File: src/rtl/ccm_pkg.sv
package ccm_pkg;

    // Frame sequencer states
    typedef enum logic [2:0] {
        ST_IDLE,
        ST_ARM,
        ST_SHIFT,
        ST_EXTRA,
        ST_GAP
    } frame_st_e;

    // Control strobes from sequencer to datapath
    typedef struct packed {
        logic load;     // capture the host word
        logic first;    // present MSB (frame start)
        logic advance;  // present next bit
        logic drop;     // return data line to 0
        logic sample;   // take one reply bit
        logic finish;   // publish reply word
    } shift_ctl_t;

    // Half-period divider giving a serial clock at or below max_hz
    function automatic int calc_half_div(longint sys_hz, longint max_hz);
        longint d;
        d = (sys_hz + 2 * max_hz - 1) / (2 * max_hz);
        if (d < 1) d = 1;
        return int'(d);
    endfunction

    function automatic bit sclk_within_limit(longint sys_hz, longint max_hz, int half);
        return sys_hz <= 2 * longint'(half) * max_hz;
    endfunction

endpackage

File: src/rtl/ccm_sclk_gen.sv
module ccm_sclk_gen #(
    parameter int HALF_DIV = 7
) (
    input  logic clk,
    output logic sclk,
    output logic rise_now,
    output logic fall_now
);
    localparam int CW = (HALF_DIV > 1) ? $clog2(HALF_DIV) : 1;

    // Deliberately outside the reset domain: the clock never stops
    logic [CW-1:0] cnt_q  = '0;
    logic          sclk_q = 1'b0;
    logic          wrap;

    assign wrap = (cnt_q == CW'(HALF_DIV - 1));

    always_ff @(posedge clk) begin
        if (wrap) begin
            cnt_q  <= '0;
            sclk_q <= ~sclk_q;
        end else begin
            cnt_q  <= cnt_q + CW'(1);
        end
    end

    // Strobes name the edge that happens at the coming system edge
    assign rise_now = wrap & ~sclk_q;
    assign fall_now = wrap &  sclk_q;
    assign sclk     = sclk_q;

endmodule

File: src/rtl/ccm_frame_ctl.sv
module ccm_frame_ctl
    import ccm_pkg::*;
#(
    parameter int WORD_W = 16
) (
    input  logic       clk,
    input  logic       rst,
    input  logic       cmd_valid,
    input  logic       cmd_read,
    input  logic       rise_now,
    input  logic       fall_now,
    output logic       cmd_ready,
    output logic       latch_n,
    output shift_ctl_t ctl
);
    localparam int BW = $clog2(WORD_W);
    localparam logic [BW-1:0] LAST_BIT = BW'(WORD_W - 1);

    frame_st_e      st_q;
    logic [BW-1:0]  bit_q;
    logic           rd_q;
    logic           latch_q;
    logic           last_fall;

    assign last_fall = (st_q == ST_SHIFT) && fall_now && (bit_q == LAST_BIT);

    always_ff @(posedge clk) begin
        if (rst) begin
            st_q    <= ST_IDLE;
            bit_q   <= '0;
            rd_q    <= 1'b0;
            latch_q <= 1'b1;
        end else begin
            unique case (st_q)
                ST_IDLE: if (cmd_valid) begin
                    st_q <= ST_ARM;
                    rd_q <= cmd_read;
                end
                ST_ARM: if (fall_now) begin
                    st_q    <= ST_SHIFT;
                    latch_q <= 1'b0;
                    bit_q   <= '0;
                end
                ST_SHIFT: if (fall_now) begin
                    if (bit_q == LAST_BIT) begin
                        st_q    <= ST_EXTRA;
                        latch_q <= 1'b1;
                    end else begin
                        bit_q <= bit_q + BW'(1);
                    end
                end
                ST_EXTRA: if (fall_now) st_q <= ST_GAP;
                ST_GAP:   if (fall_now) st_q <= ST_IDLE;
                default:  st_q <= ST_IDLE;
            endcase
        end
    end

    always_comb begin
        cmd_ready   = (st_q == ST_IDLE) && !rst;
        ctl.load    = (st_q == ST_IDLE) && cmd_valid;
        ctl.first   = (st_q == ST_ARM) && fall_now;
        ctl.advance = (st_q == ST_SHIFT) && fall_now && !last_fall;
        ctl.drop    = last_fall;
        ctl.sample  = (st_q == ST_SHIFT) && rise_now;
        ctl.finish  = (st_q == ST_EXTRA) && fall_now && rd_q;
    end

    assign latch_n = latch_q;

endmodule

File: src/rtl/ccm_shift_unit.sv
module ccm_shift_unit
    import ccm_pkg::*;
#(
    parameter int WORD_W = 16
) (
    input  logic              clk,
    input  logic              rst,
    input  shift_ctl_t        ctl,
    input  logic [WORD_W-1:0] cmd_word,
    input  logic              miso,
    output logic              mosi,
    output logic              rd_valid,
    output logic [WORD_W-1:0] rd_data
);
    logic [WORD_W-1:0] tx_q;
    logic [WORD_W-1:0] rx_q;
    logic [WORD_W-1:0] rd_data_q;
    logic              mosi_q;
    logic              rd_valid_q;

    always_ff @(posedge clk) begin
        if (rst) begin
            tx_q       <= '0;
            rx_q       <= '0;
            rd_data_q  <= '0;
            mosi_q     <= 1'b0;
            rd_valid_q <= 1'b0;
        end else begin
            rd_valid_q <= ctl.finish;
            if (ctl.load) begin
                tx_q <= cmd_word;
            end else if (ctl.first || ctl.advance) begin
                mosi_q <= tx_q[WORD_W-1];
                tx_q   <= {tx_q[WORD_W-2:0], 1'b0};
            end
            if (ctl.drop)   mosi_q    <= 1'b0;
            if (ctl.sample) rx_q      <= {rx_q[WORD_W-2:0], miso};
            if (ctl.finish) rd_data_q <= rx_q;
        end
    end

    assign mosi     = mosi_q;
    assign rd_valid = rd_valid_q;
    assign rd_data  = rd_data_q;

endmodule

File: src/rtl/codec_ctl_master.sv
module codec_ctl_master
    import ccm_pkg::*;
#(
    parameter longint SYS_CLK_HZ    = 100_000_000,
    parameter longint SCLK_MAX_HZ   = 8_000_000,
    parameter int     SCLK_HALF_DIV = calc_half_div(SYS_CLK_HZ, SCLK_MAX_HZ),
    parameter int     WORD_W        = 16
) (
    input  logic              clk,
    input  logic              rst,
    input  logic              cmd_valid,
    output logic              cmd_ready,
    input  logic [WORD_W-1:0] cmd_word,
    input  logic              cmd_read,
    output logic              rd_valid,
    output logic [WORD_W-1:0] rd_data,
    output logic              ctl_sclk,
    output logic              ctl_latch_n,
    output logic              ctl_mosi,
    input  logic              ctl_miso
);
    // Elaboration guard on the serial clock rate
    if (!sclk_within_limit(SYS_CLK_HZ, SCLK_MAX_HZ, SCLK_HALF_DIV)) begin : g_rate_guard
        $error("serial clock divider too small for the rate limit");
    end

    logic       rise_now;
    logic       fall_now;
    shift_ctl_t ctl;

    ccm_sclk_gen #(
        .HALF_DIV (SCLK_HALF_DIV)
    ) u_sclk (
        .clk      (clk),
        .sclk     (ctl_sclk),
        .rise_now (rise_now),
        .fall_now (fall_now)
    );

    ccm_frame_ctl #(
        .WORD_W (WORD_W)
    ) u_frame (
        .clk       (clk),
        .rst       (rst),
        .cmd_valid (cmd_valid),
        .cmd_read  (cmd_read),
        .rise_now  (rise_now),
        .fall_now  (fall_now),
        .cmd_ready (cmd_ready),
        .latch_n   (ctl_latch_n),
        .ctl       (ctl)
    );

    ccm_shift_unit #(
        .WORD_W (WORD_W)
    ) u_shift (
        .clk      (clk),
        .rst      (rst),
        .ctl      (ctl),
        .cmd_word (cmd_word),
        .miso     (ctl_miso),
        .mosi     (ctl_mosi),
        .rd_valid (rd_valid),
        .rd_data  (rd_data)
    );

endmodule

File: config.mk
export PLATFORM = sky130hd
export DESIGN_NAME = codec_ctl_master
export DESIGN_NICKNAME = d
export VERILOG_FILES = /design/src/rtl/ccm_pkg.sv /design/src/rtl/ccm_sclk_gen.sv /design/src/rtl/ccm_frame_ctl.sv /design/src/rtl/ccm_shift_unit.sv /design/src/rtl/codec_ctl_master.sv
export SDC_FILE = /design/constraint.sdc
export NUM_CORES = 1
export LEC_CHECK = 0
export ABC_CLOCK_PERIOD_IN_PS = 3300
export CAP_MARGIN = 30
export CORE_MARGIN = 4
export CORE_UTILIZATION = 30
export CTS_BUF_LIST = sky130_fd_sc_hd__clkbuf_8
export CTS_CLUSTER_DIAMETER = 50
export CTS_CLUSTER_SIZE = 12
export DETAILED_ROUTE_END_ITERATION = 8
export GPL_TIMING_DRIVEN = 0
export HOLD_SLACK_MARGIN = 0.05
export SLEW_MARGIN = 10
export SYNTH_ARGS = -nofsm -noshare
export SYNTH_HDL_FRONTEND = slang
export SYNTH_SLANG_ARGS = --single-unit
File: constraint.sdc
create_clock -name clk -period 3.3 [get_ports clk]
set_clock_uncertainty 0.1 [all_clocks]
set_input_delay 0.495 -clock clk [delete_from_list [all_inputs] [get_ports clk]]
set_output_delay 0.495 -clock clk [all_outputs]
set_load 0.01 [all_outputs]
==> impl_metrics.py <==
metrics = {
    "worst_setup_path": {
        "crit_fanout": 10,
        "r2r_start": "u_sclk.cnt_q[0]",
        "path_class": "in -> out",
        "ff2ff_path_depth": 7,
        "r2r_end": "u_shift.tx_q[14]",
        "crit_path_end": "cmd_ready",
        "required_ns": 2.70,
        "cp-start-kind": "input port",
        "endpoint_kind": "primary output",
        "arrival_ns": 1.92,
        "rrSetupSlack_ns": 1.24,
        "cp-startpoint": "rst",
    },
    "yosys": {
        "synth-seq-cells": 63,
        "synth_area_per_cell_sq_um": 8.710,
        "ys_seq_area_share_pct": 43.83,
        "synthAdderAreaFrac_pct": 1.294,
        "syn_nets": 357,
        "synth_mux_area_share_pct": 0.6903,
        "synth_xor_area_share_pct": 1.165,
        "synth_edf_count": 1,
        "synthDistinctLibCells": 46,
        "synthArstFlopShare_pct": 0,
        "synth_top_family_by_area": "compound AO/OA/AOI/OAI gates",
        "synthCells": 333,
        "ys.flop_type": "dfxtp_1",
        "yosys_warnings": 0,
        "syn_area_sq_um": 2900,
        "synth-compound-area-share_pct": 24.16,
        "synthSimpleGateAreaFrac_pct": 21.57,
    },
    "global_route": {
        "antenna_found_initial": 0,
        "grt_usage_pct": 13.97,
        "grt_pass1_wl_microns": 12920,
        "grt_start_max_net_pins": 11,
        "grt_pass1_vias": 2614,
        "grt.overflow.total": 0,
    },
    "timing": {
        "worst_slew_pin_slew_ns": 0.6970,
        "setup_ws_ns": 0.7817,
        "setup_viol": 0,
        "rsz0062_at_grt": "no",
        "setup_tns_ns": 0,
        "maxSlewHeadroom_pct": 53.20,
        "clock.fmax_mhz": 397.1,
        "min_period_ns": 2.518,
        "period_share_pct": 76.31,
        "hold_viol_final": 0,
        "drv_slew": 0,
    },
    "clocking": {
        "cts.sinks": 63,
        "cts_tree": "yes",
        "postCtsSetupBuffers": 0,
        "cts_resized": 0,
        "clk_pin_slew_ns": 0.06,
        "ctsHtreeMaxLevel": 3,
        "clk_latency_ns": 0.34,
        "cts_buffer_depth": 2,
        "hold_buffers": 0,
        "cts_buffers": 9,
        "ctsRootBufferMaster": "clkbuf_8",
    },
    "placed_design": {
        "dp.final_hpwl_microns": 5468,
        "io_buffers": 40,
        "placedInstanceArea_sq_um": 3462,
        "post-place-ws_ns": 0.7598,
        "routabilityCongestion": 0.8021,
        "dp_cells": 502,
    },
    "routing": {
        "firstDrtPassIters": 4,
        "vias": 2789,
        "drt_iter0_drc": 199,
        "final_antenna_net_count": 0,
        "totalWireLength_microns": 7832,
        "drc": 0,
        "viasPerCell": 5.384,
        "post_drt_wl_per_cell_microns": 15.12,
    },
    "run": {
        "maxCapViolCount": 0,
    },
    "finish": {
        "syn_to_final_growth_pct": 27.22,
        "diodes": 0,
        "final_cells": 518,
        "layout-drive-gt1-share_pct": 8.997,
        "final_area_sq_um": 3690,
        "nets": 408,
    },
    "worst_hold_path": {
        "holdPathStages": 1,
        "min_path_type": "reg -> reg",
    },
    "die": {
        "die_w_microns": 106.3,
        "die_area_sq_um": 11310,
        "rows": 35,
        "start_util_pct": 31.09,
        "pin_count": 42,
        "coreArea_sq_um": 9328,
        "die_h_microns": 106.3,
    },
    "power": {
        "p_total_w": 0.001648,
        "ir_worst_vdd_mv": 0.1523,
        "leakagePower_nw": 1.169,
        "pwr_density_cell_nw_per_um2": 446.7,
    },
    "status": {
        "outcome": "complete, no violations",
    },
}
==> critical path: stages <==
cell             delay [ns]
clkbuf_1               0.31
clkbuf_1               0.50
nor4_1                 0.11
clkdlybuf4s50_1        0.50
==> worst min-delay path by stage <==
stage	slack, ns	end	from
detailed placement	0.34	u_sclk.cnt_q[0]	u_sclk.cnt_q[0]
CTS	0.35	u_sclk.cnt_q[0]	u_sclk.cnt_q[0]
global placement	0.33	u_sclk.cnt_q[0]	u_sclk.cnt_q[0]
global route	0.37	u_sclk.cnt_q[0]	u_sclk.cnt_q[0]
finish	0.34	u_sclk.cnt_q[0]	u_sclk.cnt_q[0]
floorplan	0.32	u_sclk.cnt_q[0]	u_sclk.cnt_q[0]
==> sequential cells by signal, indices dropped and copies added, names as in the netlist <==
name / count
u_shift.rd_data: 16
u_shift.rx_q: 16
u_shift.tx_q: 16
u_frame.bit_q: 4
u_frame.st_q: 3
u_sclk.cnt_q: 3
u_frame.latch_n: 1
u_frame.rd_q: 1
u_sclk.sclk: 1
u_shift.mosi: 1
u_shift.rd_valid: 1
==> area by class of cell <==
type,count,area (sq um)
well taps,129,161.4
clock inverters,2,35.03
plain buffers,42,196.4
repair buffers,40,400.4
clock buffers,14,192.7
flip-flops and latches,63,1271
multi-input cells,224,1418
fillers,961,5638
inverters,4,15.01
==> placed cells by master (no fill, tap or decap), types with 3 or more instances in the layout <==
cell / instances
nand3_1: 19
nand2_1: 5
o31ai_1: 32
nor3_1: 3
nor2_1: 20
dfxtp_1: 62
a21oi_1: 34
clkbuf_8: 14
a311oi_1: 16
buf_2: 12
clkbuf_1: 24
nand2b_1: 3
nand3b_1: 4
nand4b_1: 3
inv_1: 3
ha_1: 3
nand4_1: 34
clkdlybuf4s50_1: 40
o21ai_0: 18
==> report_power, final <==
part | leakage, nW | internal, W | switching [W] | total [W]
Sequential | 0.515 | 0.000780 | 0.00000960 | 0.000790
Combinational | 0.535 | 0.0000520 | 0.0000612 | 0.000113
Clock | 0.119 | 0.000451 | 0.000294 | 0.000745
==> cell usage after synthesis (2+ instances only) <==
master	instances	area share (%)
buf_2	12	2.1
mux2i_1	2	0.69
buf_6	2	0.78
a311oi_1	16	4.8
nor4b_1	2	0.60
dfxtp_1	62	43
or4b_1	2	0.69
inv_1	3	0.39
o31ai_1	32	8.3
nor2_1	20	2.6
buf_4	2	0.52
and2_1	2	0.43
clkbuf_1	24	3.1
a31oi_1	2	0.43
nor3_1	3	0.52
a21oi_1	34	5.9
ha_1	3	1.3
nand2b_1	3	0.65
nand4b_1	3	0.91
nor2b_1	2	0.43
nand4_1	34	7.3
o21ai_0	18	3.1
and3_1	2	0.43
nand3b_1	4	1.0
nand2_1	5	0.65
nand3_1	19	3.3
==> metrics by stage <==
stage                     utilization, %  hold WS, ns
after CTS                          39.56       0.3530
final                              39.56       0.3435
after global routing               39.56       0.3717
after global placement             37.12       0.3282
after detailed placement           37.12       0.3387
after floorplan                        -       0.3173
==> cells by family after synthesis <==
group                      after synthesis
AOI/OAI and AO/OA                      108
xor gates and xnor gates                 3
adders and majority gates                3
buffers and inverters                   46
DFF                                     63
muxes                                    2
and+or+nand+nor                        108
==> routing by layer <==
layer	global-route usage, %	up-vias	wire [microns]
met5	0	-	0
met4	5.828	0	164
met3	3.400	14	394
met2	21.40	64	3471
met1	18.73	1337	3802
li1	-	1374	-
(Power assumes the default switching activity.)
